[config.mk]
export PLATFORM = sky130hd
export DESIGN_NAME = msi_doorbell_frame
export DESIGN_NICKNAME = d
export VERILOG_FILES = /design/src/rtl/msi_frame_pkg.sv /design/src/rtl/msi_addr_decode.sv /design/src/rtl/msi_id_window.sv /design/src/rtl/msi_read_mux.sv /design/src/rtl/msi_doorbell_frame.sv
export SDC_FILE = /design/constraint.sdc
export NUM_CORES = 1
export LEC_CHECK = 0
export BUFFER_PORTS_ARGS = -buffer_cell sky130_fd_sc_hd__buf_2
export CAP_MARGIN = 20
export CORE_ASPECT_RATIO = 0.9
export CORE_MARGIN = 4
export CORE_UTILIZATION = 40
export CTS_CLUSTER_DIAMETER = 50
export DETAILED_ROUTE_END_ITERATION = 12
export GPL_TIMING_DRIVEN = 0
export PLACE_DENSITY = 0.73
export SYNTH_ARGS = -nofsm -noshare
export SYNTH_HDL_FRONTEND = slang
export SYNTH_SLANG_ARGS = --single-unit
export TNS_END_PERCENT = 50
[constraint.sdc]
create_clock -name clk -period 3.52 [get_ports clk]
set_input_delay 0.528 -clock clk [delete_from_list [all_inputs] [get_ports clk]]
set_output_delay 0.528 -clock clk [all_outputs]
set_load 0.02 [all_outputs]
[src/rtl/msi_frame_pkg.sv]
package msi_frame_pkg;

    localparam int ADDR_W = 12;
    localparam int DATA_W = 32;
    localparam int STRB_W = DATA_W / 8;
    localparam int ID_W   = 10;

    localparam logic [ADDR_W-1:0] OFS_TYPE     = 12'h008;
    localparam logic [ADDR_W-1:0] OFS_DOORBELL = 12'h040;
    localparam logic [ADDR_W-1:0] OFS_IFACE    = 12'hFCC;
    localparam logic [ADDR_W-1:0] OFS_IDBLK_LO = 12'hFD0;
    localparam logic [ADDR_W-1:0] OFS_IDBLK_HI = 12'hFFC;

    localparam logic [7:0]  IFACE_PRODUCT = 8'h51;
    localparam int          IFACE_SHIFT   = 20;

    localparam logic [STRB_W-1:0] STRB_WORD = 4'b1111;
    localparam logic [STRB_W-1:0] STRB_HALF = 4'b0011;

    typedef enum logic [2:0] {
        RK_NONE,
        RK_TYPE,
        RK_DOORBELL,
        RK_IFACE,
        RK_IDBLK
    } reg_kind_e;

endpackage

[src/rtl/msi_addr_decode.sv]
module msi_addr_decode
    import msi_frame_pkg::*;
(
    input  logic              we,
    input  logic [ADDR_W-1:0] addr,
    input  logic [STRB_W-1:0] strb,
    output reg_kind_e         kind,
    output logic              access_ok
);

    logic aligned;
    logic size_ok;

    always_comb begin
        aligned = (addr[1:0] == 2'b00);
        kind    = RK_NONE;
        if (aligned) begin
            if (we) begin
                if (addr == OFS_DOORBELL) kind = RK_DOORBELL;
            end else begin
                if (addr == OFS_TYPE)
                    kind = RK_TYPE;
                else if (addr == OFS_IFACE)
                    kind = RK_IFACE;
                else if (addr >= OFS_IDBLK_LO && addr <= OFS_IDBLK_HI)
                    kind = RK_IDBLK;
            end
        end
        if (we)
            size_ok = (strb == STRB_WORD) || (strb == STRB_HALF);
        else
            size_ok = (strb == STRB_WORD);
        access_ok = size_ok && (kind != RK_NONE);
    end

endmodule

[src/rtl/msi_id_window.sv]
module msi_id_window
    import msi_frame_pkg::*;
#(
    parameter int BASE_IRQ   = 0,
    parameter int LINE_COUNT = 64
) (
    input  logic [ID_W-1:0]       id,
    output logic [LINE_COUNT-1:0] hit
);

    localparam int FIRST_ID = BASE_IRQ + 32;

    for (genvar i = 0; i < LINE_COUNT; i++) begin : g_line
        localparam logic [ID_W-1:0] LINE_ID = ID_W'(FIRST_ID + i);
        assign hit[i] = (id == LINE_ID);
    end

endmodule

[src/rtl/msi_read_mux.sv]
module msi_read_mux
    import msi_frame_pkg::*;
#(
    parameter int BASE_IRQ   = 0,
    parameter int LINE_COUNT = 64
) (
    input  reg_kind_e         kind,
    output logic [DATA_W-1:0] data
);

    localparam logic [DATA_W-1:0] TYPE_WORD =
        (DATA_W'(BASE_IRQ + 32) << 16) | DATA_W'(LINE_COUNT);
    localparam logic [DATA_W-1:0] IFACE_WORD =
        DATA_W'(IFACE_PRODUCT) << IFACE_SHIFT;

    always_comb begin
        unique case (kind)
            RK_TYPE:  data = TYPE_WORD;
            RK_IFACE: data = IFACE_WORD;
            default:  data = '0;
        endcase
    end

endmodule

[src/rtl/msi_doorbell_frame.sv]
module msi_doorbell_frame
    import msi_frame_pkg::*;
#(
    parameter int BASE_IRQ   = 0,
    parameter int LINE_COUNT = 64
) (
    input  logic                  clk,
    input  logic                  rst_n,
    input  logic                  bus_sel,
    input  logic                  bus_we,
    input  logic [11:0]           bus_addr,
    input  logic [31:0]           bus_wdata,
    input  logic [3:0]            bus_strb,
    output logic [31:0]           bus_rdata,
    output logic                  bus_ready,
    output logic                  bus_err,
    output logic [LINE_COUNT-1:0] irq_pulse
);

    localparam int MAX_LINES = 128;
    localparam int ID_LIMIT  = 1020;

    if (LINE_COUNT < 1 || LINE_COUNT > MAX_LINES) begin : g_bad_count
        $error("msi_doorbell_frame: LINE_COUNT out of range");
    end
    if (BASE_IRQ < 0 || BASE_IRQ + 32 > ID_LIMIT - LINE_COUNT) begin : g_bad_base
        $error("msi_doorbell_frame: interrupt window exceeds ID limit");
    end

    typedef struct packed {
        logic                  ready;
        logic                  err;
        logic [DATA_W-1:0]     rdata;
        logic [LINE_COUNT-1:0] pulse;
    } frame_state_t;

    frame_state_t st_d, st_q;

    reg_kind_e             kind;
    logic                  access_ok;
    logic [DATA_W-1:0]     rd_word;
    logic [LINE_COUNT-1:0] line_hit;
    logic                  unused_wdata_hi;

    assign unused_wdata_hi = ^bus_wdata[DATA_W-1:ID_W];

    msi_addr_decode u_decode (
        .we        (bus_we),
        .addr      (bus_addr),
        .strb      (bus_strb),
        .kind      (kind),
        .access_ok (access_ok)
    );

    msi_id_window #(
        .BASE_IRQ   (BASE_IRQ),
        .LINE_COUNT (LINE_COUNT)
    ) u_window (
        .id  (bus_wdata[ID_W-1:0]),
        .hit (line_hit)
    );

    msi_read_mux #(
        .BASE_IRQ   (BASE_IRQ),
        .LINE_COUNT (LINE_COUNT)
    ) u_rdmux (
        .kind (kind),
        .data (rd_word)
    );

    always_comb begin
        st_d       = '0;
        st_d.ready = bus_sel;
        if (bus_sel) begin
            st_d.err = !access_ok;
            if (access_ok) begin
                if (bus_we) begin
                    if (kind == RK_DOORBELL) st_d.pulse = line_hit;
                end else begin
                    st_d.rdata = rd_word;
                end
            end
        end
    end

    always_ff @(posedge clk) begin
        if (!rst_n) st_q <= '0;
        else        st_q <= st_d;
    end

    assign bus_ready = st_q.ready;
    assign bus_err   = st_q.err;
    assign bus_rdata = st_q.rdata;
    assign irq_pulse = st_q.pulse;

endmodule

==> results of run 1 <==
## power by group through the flow
stage	Combinational (mW)	Sequential [mW]	Clock [mW]
after CTS	0.109	0.771	0.635
after global placement	0.107	0.788	0
after floorplan	0.0743	0.790	0
after detailed placement	0.109	0.788	0
final	0.111	0.771	0.619
after global routing	0.123	0.770	0.674
## logic make-up after synthesis
group	count (synthesis)	synth area share [%]
AND/OR/NAND/NOR	117	25.9
flip-flops	68	58.4
buffers and inverters	43	12.4
AO/OA/AOI/OAI	7	3.11
other	1	0.161
## worst max-delay path: stages
cell	delay (ns)
buf_2	0.10
nor4_1	0.39
nand4_1	0.23
a211oi_1	0.35
nand4_1	0.25
clkbuf_1	0.30
nor4_1	0.34
## final timing paths
kind / slack, ns / startpoint / cells after the start / to
setup / recovery: 1.26 / bus_addr[9] / 7 / irq_pulse[13]
hold / removal: 0.45 / bus_sel / 3 / bus_ready
## state kept, by name, summed over array words and instances (netlist names)
register,flops
irq_pulse,64
bus_rdata,2
bus_err,1
bus_ready,1
## metal layers
metal,vias to the layer above,part of all wire (%),GRT usage (%)
met1,919,42,21.3
met3,13,11,9.95
met4,0,1.6,6.19
met2,98,45,26.9
li1,1028,-,-
met5,-,0,0
## layout make-up
| class | instances | share of cell area (%) |
|---|---|---|
| Clock inverter | 2 | 1.09 |
| Clock buffer | 12 | 4.85 |
| Sequential cell | 68 | 42.5 |
| Timing Repair Buffer | 99 | 15.5 |
| Inverter | 2 | 0.235 |
| Multi-Input combinational cell | 151 | 24.3 |
| Tap cell | 70 | 2.74 |
| Buffer | 41 | 8.80 |
## through the flow
stage	util, %	cell area, um^2	cells	hold slack [ns]
after floorplan	-	2430	262	0.670
after global placement	53.2	3010	431	0.788
after detailed placement	53.2	3010	431	0.794
after CTS	56.5	3200	445	0.433
after global routing	56.5	3200	445	0.449
final	56.5	3200	445	0.447
## cells in the final DEF (no fill, tap or decap), drive strengths merged, types with 2 or more instances in the layout
| master | count |
|---|---|
| and2 | 2 |
| buf | 131 |
| clkbuf | 21 |
| clkinv | 2 |
| conb | 27 |
| dfxtp | 68 |
| nand2 | 15 |
| nand3 | 9 |
| nand4 | 4 |
| nor2 | 41 |
| nor2b | 4 |
| nor3b | 2 |
| nor4 | 33 |
| or3b | 2 |
==> run_results.csv, run 1 <==
group,metric,value,unit
power_and_ir_drop,p_seq_share,51.4,%
power_and_ir_drop,p_total,1.50,mW
floorplanning,die_h,80.4,um
final_layout,regArea,1360,um^2
power_and_ir_drop,p_clk_share,41.3,%
routing,drtIter0Drc,68,
sta,hold_violations,0,
sta,post-route-period-util,64.3,%
logic_synthesis,synth.largest_area_cell,"dfxtp_1",
placed_design,dp_hpwl,4.59,mm
routing,wl_per_cell,13.5,um
setup_path,cp-start-kind,"input port",
routing,drtAntennaViolNets,0,
final_layout,fill_cells,539,
logic_synthesis,syn_inst,236,
power_and_ir_drop,power_density,469,nW/um^2
logic_synthesis,synth.area.top_cells,"dfxtp_1 58%, buf_4 9.7%, nor4_1 8.9%",
power_and_ir_drop,p_leak,1.52,nW
floorplanning,initial_core_util,41.2,%
job,maxCapViolations,0,
clock_network,clk_pin_slew,0.06,ns
logic_synthesis,synth.avg_cell_area,9.87,um^2
floorplanning,die_x,88.4,um
power_and_ir_drop,internal-power,1.17,mW
sta,fin_crit,2.26,ns
setup_path,worst-setup-path-type,"in2reg",
sta,finalSetupViolations,0,
clock_network,cts_root_buf,"clkbuf_8",
sta,drv_slew,0,
logic_synthesis,ys_seq_elements,68,
final_layout,area_delta_synth_final,37.4,%
floorplanning,core-area,5660,um^2
clock_network,cts_sinks,68,
sta,rsz0062_at_grt,"no",
grt,overflow,0,
routing,viasPerCell,4.62,
logic_synthesis,synth-edff-count,0,
final_layout,multiInputGateArea,777,um^2
logic_synthesis,synth_common_cells,"68 x dfxtp_1, 41 x nor2_1, 33 x nor4_1",
sta,setup_tns,0,ns
final_layout,diodes,0,
logic_synthesis,ys_warn_count,0,
clock_network,clk_path_buf_depth,2,
logic_synthesis,synth_top_area_share,58.4,%
final_layout,fin_nets,424,
grt,antenna_found_initial,0,
logic_synthesis,yosysMostFrequentCell,"dfxtp_1",
outcome,outcome,"complete, no violations",
worst_hold_path,hp-class,"in2reg",
final_layout,drive_above_1_share,39.2,%
setup_path,cp-end-kind,"flip-flop",
power_and_ir_drop,vdd_drop_max,0.326,mV
logic_synthesis,synth_flop_cell,"dfxtp_1",
logic_synthesis,ys_async_sr_fraction,0,%
power_and_ir_drop,pwr-share-comb,7.4,%
power_and_ir_drop,power_switching,333,uW
clock_network,numCtsBuffers,9,
clock_network,cts_hold_buf,0,
setup_path,worstPathArrival,2.50,ns
setup_path,worstPathMaxFanout,10,
grt,grt_pass1_wl,9.40,mm
clock_network,cts_tree,"yes",
logic_synthesis,netlist_area,2330,um^2
sta,layout_setup_ws,1.26,ns
routing,wirelength,6.02,mm
floorplanning,die_area,7110,um^2
floorplanning,io_pins,150,
floorplanning,num_rows,26,
placed_design,routabilityCongestion,0.891,
clock_network,cts-resized-gates,0,
clock_network,cts-htree-levels,3,
grt,grt_pass1_vias,1983,
logic_synthesis,ys_seq_area_share,58.4,%
clock_network,post-cts-setup-buffers,0,
power_and_ir_drop,swShare,22.2,%
grt,grt_max_degree,11,
placed_design,io_buffers,99,
placed_design,place_ws,0.942,ns
routing,drc,0,
sta,fmax,0.442,GHz
grt,grt_usage,17.9,%
routing,dr.pass1.iters,6,
setup_path,crit_required,3.76,ns
logic_synthesis,synth_cell_types,29,
routing,num_vias,2058,
(Power assumes the default switching activity.)
==> run 2, diff against run 1 <==
- CORE_UTILIZATION: 40 -> 37
- PLACE_DENSITY: 0.73 -> 0.71
- clock period: 3.52 -> 1.95 ns (I/O delays scaled with it)
==> run_results.csv, run 2 (synthesis results as in run 1) <==
group,metric,value,unit
routing,dr.pass1.iters,4,
final_layout,drive_above_1_share,41.1,%
setup_path,cp-end-kind,"flip-flop",
sta,fmax,0.546,GHz
routing,wl_per_cell,13.0,um
sta,fin_crit,1.83,ns
floorplanning,initial_core_util,38.1,%
final_layout,final_common_cell,"buf_2",
routing,drtAntennaViolNets,0,
clock_network,cts_sinks,68,
routing,drtIter0Drc,84,
power_and_ir_drop,vdd_drop_max,0.355,mV
final_layout,area_delta_synth_final,41.3,%
floorplanning,core-area,6110,um^2
floorplanning,die_area,7630,um^2
final_layout,diodes,0,
final_layout,fill_cells,551,
power_and_ir_drop,p_clk_share,45.9,%
clock_network,cts_hold_buf,0,
power_and_ir_drop,swShare,21.6,%
grt,grt_usage,16.3,%
floorplanning,die_x,91.6,um
clock_network,numCtsBuffers,9,
clock_network,cts_tree,"yes",
placed_design,routabilityCongestion,0.906,
sta,hold_violations,0,
power_and_ir_drop,p_leak,1.55,nW
setup_path,worst-setup-path-type,"in2reg",
power_and_ir_drop,pwr-share-comb,6.8,%
setup_path,critPathMaxStageDelay,0.32,ns
routing,num_vias,1976,
setup_path,cp-start-kind,"input port",
setup_path,cp_cell_sequence,"buf_2, nor3_1, nand4_1, a211oi_2, nand4_1, clkbuf_2, nor4_1",
grt,antenna_found_initial,0,
sta,finalSetupViolations,0,
outcome,outcome,"complete, no violations",
final_layout,largest_register_ffs,64,
final_layout,mostFrequentLayoutCells,"100 x buf_2, 68 x dfxtp_1, 41 x nor2_1",
grt,overflow,0,
grt,grt_max_degree,13,
floorplanning,die_h,83.3,um
placed_design,place_ws,-0.422,ns
placed_design,dp_hpwl,4.56,mm
sta,hold_ws,0.215,ns
sta,post-route-period-util,93.9,%
job,maxCapViolations,0,
final_layout,fin_nets,425,
floorplanning,io_pins,150,
power_and_ir_drop,p_seq_share,47.3,%
setup_path,crit_top_cell,"nand4_1",
power_and_ir_drop,power_density,894,nW/um^2
setup_path,slowest_stage,"nor4_1",
setup_path,crit_required,2.19,ns
power_and_ir_drop,internal-power,2.31,mW
placed_design,io_buffers,99,
setup_path,worstPathArrival,2.07,ns
clock_network,cts_root_buf,"clkbuf_8",
sta,setup_tns,0,ns
routing,viasPerCell,4.26,
routing,drc,0,
setup_path,worstPathMaxFanout,10,
clock_network,clk_path_buf_depth,2,
worst_hold_path,hp-class,"in2reg",
clock_network,cts-htree-levels,3,
sta,layout_setup_ws,0.119,ns
grt,grt_pass1_vias,1969,
routing,wirelength,6.02,mm
power_and_ir_drop,power_switching,635,uW
grt,grt_pass1_wl,9.67,mm
sta,drv_slew,0,
clock_network,clk_pin_slew,0.07,ns
floorplanning,num_rows,27,
==> run 2: cell count changes in the layout (fill, tap and decap cells not counted), sizes merged <==
cell      previous run  this run
bufinv               1         3
buf                131       133
clkinvlp             0         2
clkbuf              21        17
==> run 2: per-layer routing <==
layer  part of all wire [%]  global-route usage (%)
met5                      0                       0
met2                     46                    24.9
met4                    2.8                    9.32
met3                    9.4                    6.52
met1                     42                    19.4
==> run 2: area by class of cell <==
class                           instances  area (um^2)  share of cell area (%)
Sequential cell                        68         1360                    41.4
Multi-Input combinational cell        151          788                    23.9
Timing Repair Buffer                  100          503                    15.3
Buffer                                 41          285                    8.67
Clock buffer                            9          124                    3.76
Clock inverter                          6          114                    3.46
Tap cell                               87          109                    3.31
Inverter                                2         7.51                   0.228
==> run 2: path summary, 6_finish.rpt <==
kind,start,end,cells after the start
setup / recovery,bus_we,irq_pulse[10],7
hold / removal,bus_sel,bus_ready,3
==> run 2: power groups by stage <==
stage,clock (mW),sequential (mW),combinational (mW)
2_1_floorplan,0,1.43,0.134
3_3_place_gp,0,1.42,0.192
3_5_place_dp,0,1.42,0.195
4_1_cts,1.38,1.39,0.196
5_1_grt,1.45,1.39,0.221
6_report,1.35,1.39,0.201
==> run 2: critical path, delay by kind of cell <==
kind | cells | cell delay (ns)
compound gates | 1 | 0.29
simple gates | 4 | 1.11
buf+inv | 2 | 0.38
==> run 2: timing repair <==
item,4_1_cts,5_1_grt
endpoints found under the setup margin,28,33
gates resized for setup,4,2
pin swaps,0,3
cloned,0,0
setup buffers,0,1
==> run 2: per-stage QoR <==
| step | utilization [%] | std cells | area (um^2) | power [mW] |
|---|---|---|---|---|
| 3_5_place_dp | 49.6 | 448 | 3030 | 1.62 |
| 3_3_place_gp | 49.6 | 448 | 3030 | 1.61 |
| 4_1_cts | 53.6 | 463 | 3280 | 2.97 |
| 5_1_grt | 53.8 | 464 | 3290 | 3.06 |
| 2_1_floorplan | - | 262 | 2430 | 1.56 |
| 6_report | 53.8 | 464 | 3290 | 2.94 |
==> run 3, diff against run 2 <==
- CORE_UTILIZATION: 37 -> 40
- PLACE_DENSITY: 0.71 -> 0.67
- SETUP_SLACK_MARGIN: default -> 0.15
- SYNTH_HIERARCHICAL: default -> 1
==> run_results.csv, run 3 <==
group,metric,value,unit
sta,layout_setup_ws,-0.237,ns
final_layout,stdcell_area,5280,um^2
placed_design,dp_hpwl,7.35,mm
setup_path,worstPathArrival,2.46,ns
routing,wl_per_cell,13.3,um
grt,antenna_found_initial,0,
final_layout,diodes,0,
clock_network,cts_sinks,98,
logic_synthesis,synth_common_cells,"117 x nor3_1, 98 x dfxtp_1, 51 x inv_1",
placed_design,routabilityCongestion,0.873,
floorplanning,io_pins,150,
placed_design,io_buffers,127,
outcome,violations,"negative setup slack",
floorplanning,num_rows,34,
sta,rsz0062_at_grt,"yes",
routing,drtAntennaViolNets,0,
final_layout,fin_nets,666,
worst_hold_path,hp-class,"in2reg",
routing,viasPerCell,4.65,
logic_synthesis,synth.avg_cell_area,8.93,um^2
placed_design,place_area,4860,um^2
power_and_ir_drop,p_leak,2.27,nW
grt,grt_pass1_wl,15.9,mm
clock_network,cts_tree,"yes",
sta,hold_violations,0,
sta,fin_crit,2.19,ns
final_layout,largest_register_ffs,64,
job,maxCapViolations,0,
floorplanning,die_h,102,um
clock_network,clk_pin_slew,0.09,ns
logic_synthesis,yosysMostFrequentCell,"nor3_1",
clock_network,numCtsBuffers,9,
sta,finalSetupViolations,69,
logic_synthesis,synth_flop_cell,"dfxtp_1",
logic_synthesis,ys_warn_count,6,
grt,grt_usage,17.3,%
final_layout,final_core_util,54.7,%
routing,route.layer.met1.wl,3.96,mm
setup_path,worstPathMaxFanout,6,
clock_network,cts-htree-levels,3,
sta,worst_pin_slew,0.516,ns
routing,drc,0,
setup_path,cp-start-kind,"input port",
logic_synthesis,syn_inst,443,
floorplanning,core-area,9660,um^2
routing,num_vias,3457,
logic_synthesis,ys_async_sr_fraction,0,%
floorplanning,die_area,11500,um^2
power_and_ir_drop,power_density,628,nW/um^2
setup_path,cp-end-kind,"flip-flop",
routing,top_layer,"met4",
routing,wl_met3,1.15,mm
sta,relSlewSlack,65.6,%
logic_synthesis,synth_top_area_share,49.6,%
floorplanning,initial_core_util,41.0,%
routing,wirelength,9.93,mm
power_and_ir_drop,p_total,3.32,mW
routing,dr.pass1.iters,4,
final_layout,drive_above_1_share,39.3,%
final_layout,mostFrequentLayoutCells,"138 x buf_2, 98 x dfxtp_1, 96 x nor3_1",
clock_network,clk_path_buf_depth,2,
routing,drtIter0Drc,105,
grt,overflow,0,
logic_synthesis,synth-edff-count,0,
sta,post-route-period-util,112,%
logic_synthesis,ys_seq_area_share,49.6,%
logic_synthesis,synth.area.top_cells,"dfxtp_1 50%, nor3_1 15%, buf_4 5.9%",
final_layout,area_delta_synth_final,33.6,%
worst_hold_path,hold_start,"bus_wdata[1]",
grt,grt_pass1_vias,3391,
routing,wl_met2,4.65,mm
sta,fmax,0.457,GHz
final_layout,final_common_cell,"buf_2",
grt,grt_max_degree,17,
setup_path,crit_required,2.22,ns
logic_synthesis,synth.largest_area_cell,"dfxtp_1",
clock_network,cts_root_buf,"clkbuf_8",
setup_path,crit_start,"bus_addr[7]",
sta,drv_slew,0,
logic_synthesis,synth_cell_types,34,
logic_synthesis,netlist_area,3960,um^2
setup_path,worst-setup-path-type,"in2reg",
power_and_ir_drop,vdd_drop_max,0.341,mV
final_layout,fin_cells,744,
floorplanning,die_x,113,um
outcome,outcome,"complete, but fails checks",
placed_design,placed_cells,722,
logic_synthesis,ys_seq_elements,98,
-- run 3: changes by cell type after synthesis, sizes merged, moves of 30 or more --
| cell | previous run | this run |
|---|---|---|
| nor3 | 1 | 129 |
| dfxtp | 68 | 98 |
| nor2 | 41 | 6 |
| inv | 1 | 51 |
| and2 | 2 | 32 |
| nor4 | 33 | 2 |
-- run 3: repair_timing --
action / in CTS / in global routing
hold buffers: 0 / 0
setup buffers: 3 / 0
pin swaps: 3 / 2
endpoints found under the setup margin: 70 / 70
gates cloned: 3 / 1
resized for setup: 25 / 12
-- run 3: final cells by class --
cell class,count,area (um^2)
clock buffer,10,128
timing repair buffer,134,719
sequential,98,1960
multi-input combinational,255,1630
buffer,65,457
inverter,51,191
tap,126,158
fill,940,4370
clock inverter,5,40.0
-- run 3: worst paths after layout --
path	end	depth (start not counted)
worst max-delay path	irq_pulse[60]	10
worst min-delay path	irq_pulse[16]	5
-- run 3: per-layer routing --
metal | global-route usage (%) | up-vias
li1 | - | 1744
met5 | 0 | -
met2 | 28.8 | 138
met4 | 5.91 | 0
met1 | 20.4 | 1557
met3 | 7.05 | 18
-- run 3: stage by stage --
step                hold WS, ns  setup slack, ns  setup TNS [ns]
floorplan                 0.562           -0.326          -17.48
detailed placement        0.708           -0.687          -40.41
CTS                       0.417           -0.199           -7.95
global route              0.451           -0.305          -13.64
finish                    0.452           -0.237           -8.19
global placement          0.708           -0.642          -38.44
-- run 3: cell families (layout without fill, tap and decap cells) --
family                 after synthesis  count (layout)  synth area share [%]
AO/OA/AOI/OAI                        4               4                  1.30
buffers and inverters              116             265                  15.5
AND/OR/NAND/NOR                    224             224                  33.5
other                                1              27                0.0948
flip-flops                          98              98                  49.6
-- run 3: report_power, final --
group          internal, mW  switching, mW  total (mW)
Combinational        0.0862          0.112       0.199
Clock                 0.463          0.655        1.12
Sequential             2.00       0.000455        2.00
Total                  2.55          0.768        3.32
-- run 3: worst max-delay path, stage by stage --
cell      delay, ns
buf_6          0.09
or4_4          0.53
or3_4          0.34
o2bb2a_4       0.21
a221oi_2       0.21
buf_4          0.17
nand3_4        0.12
buf_6          0.17
buf_12         0.14
nor3_4         0.17
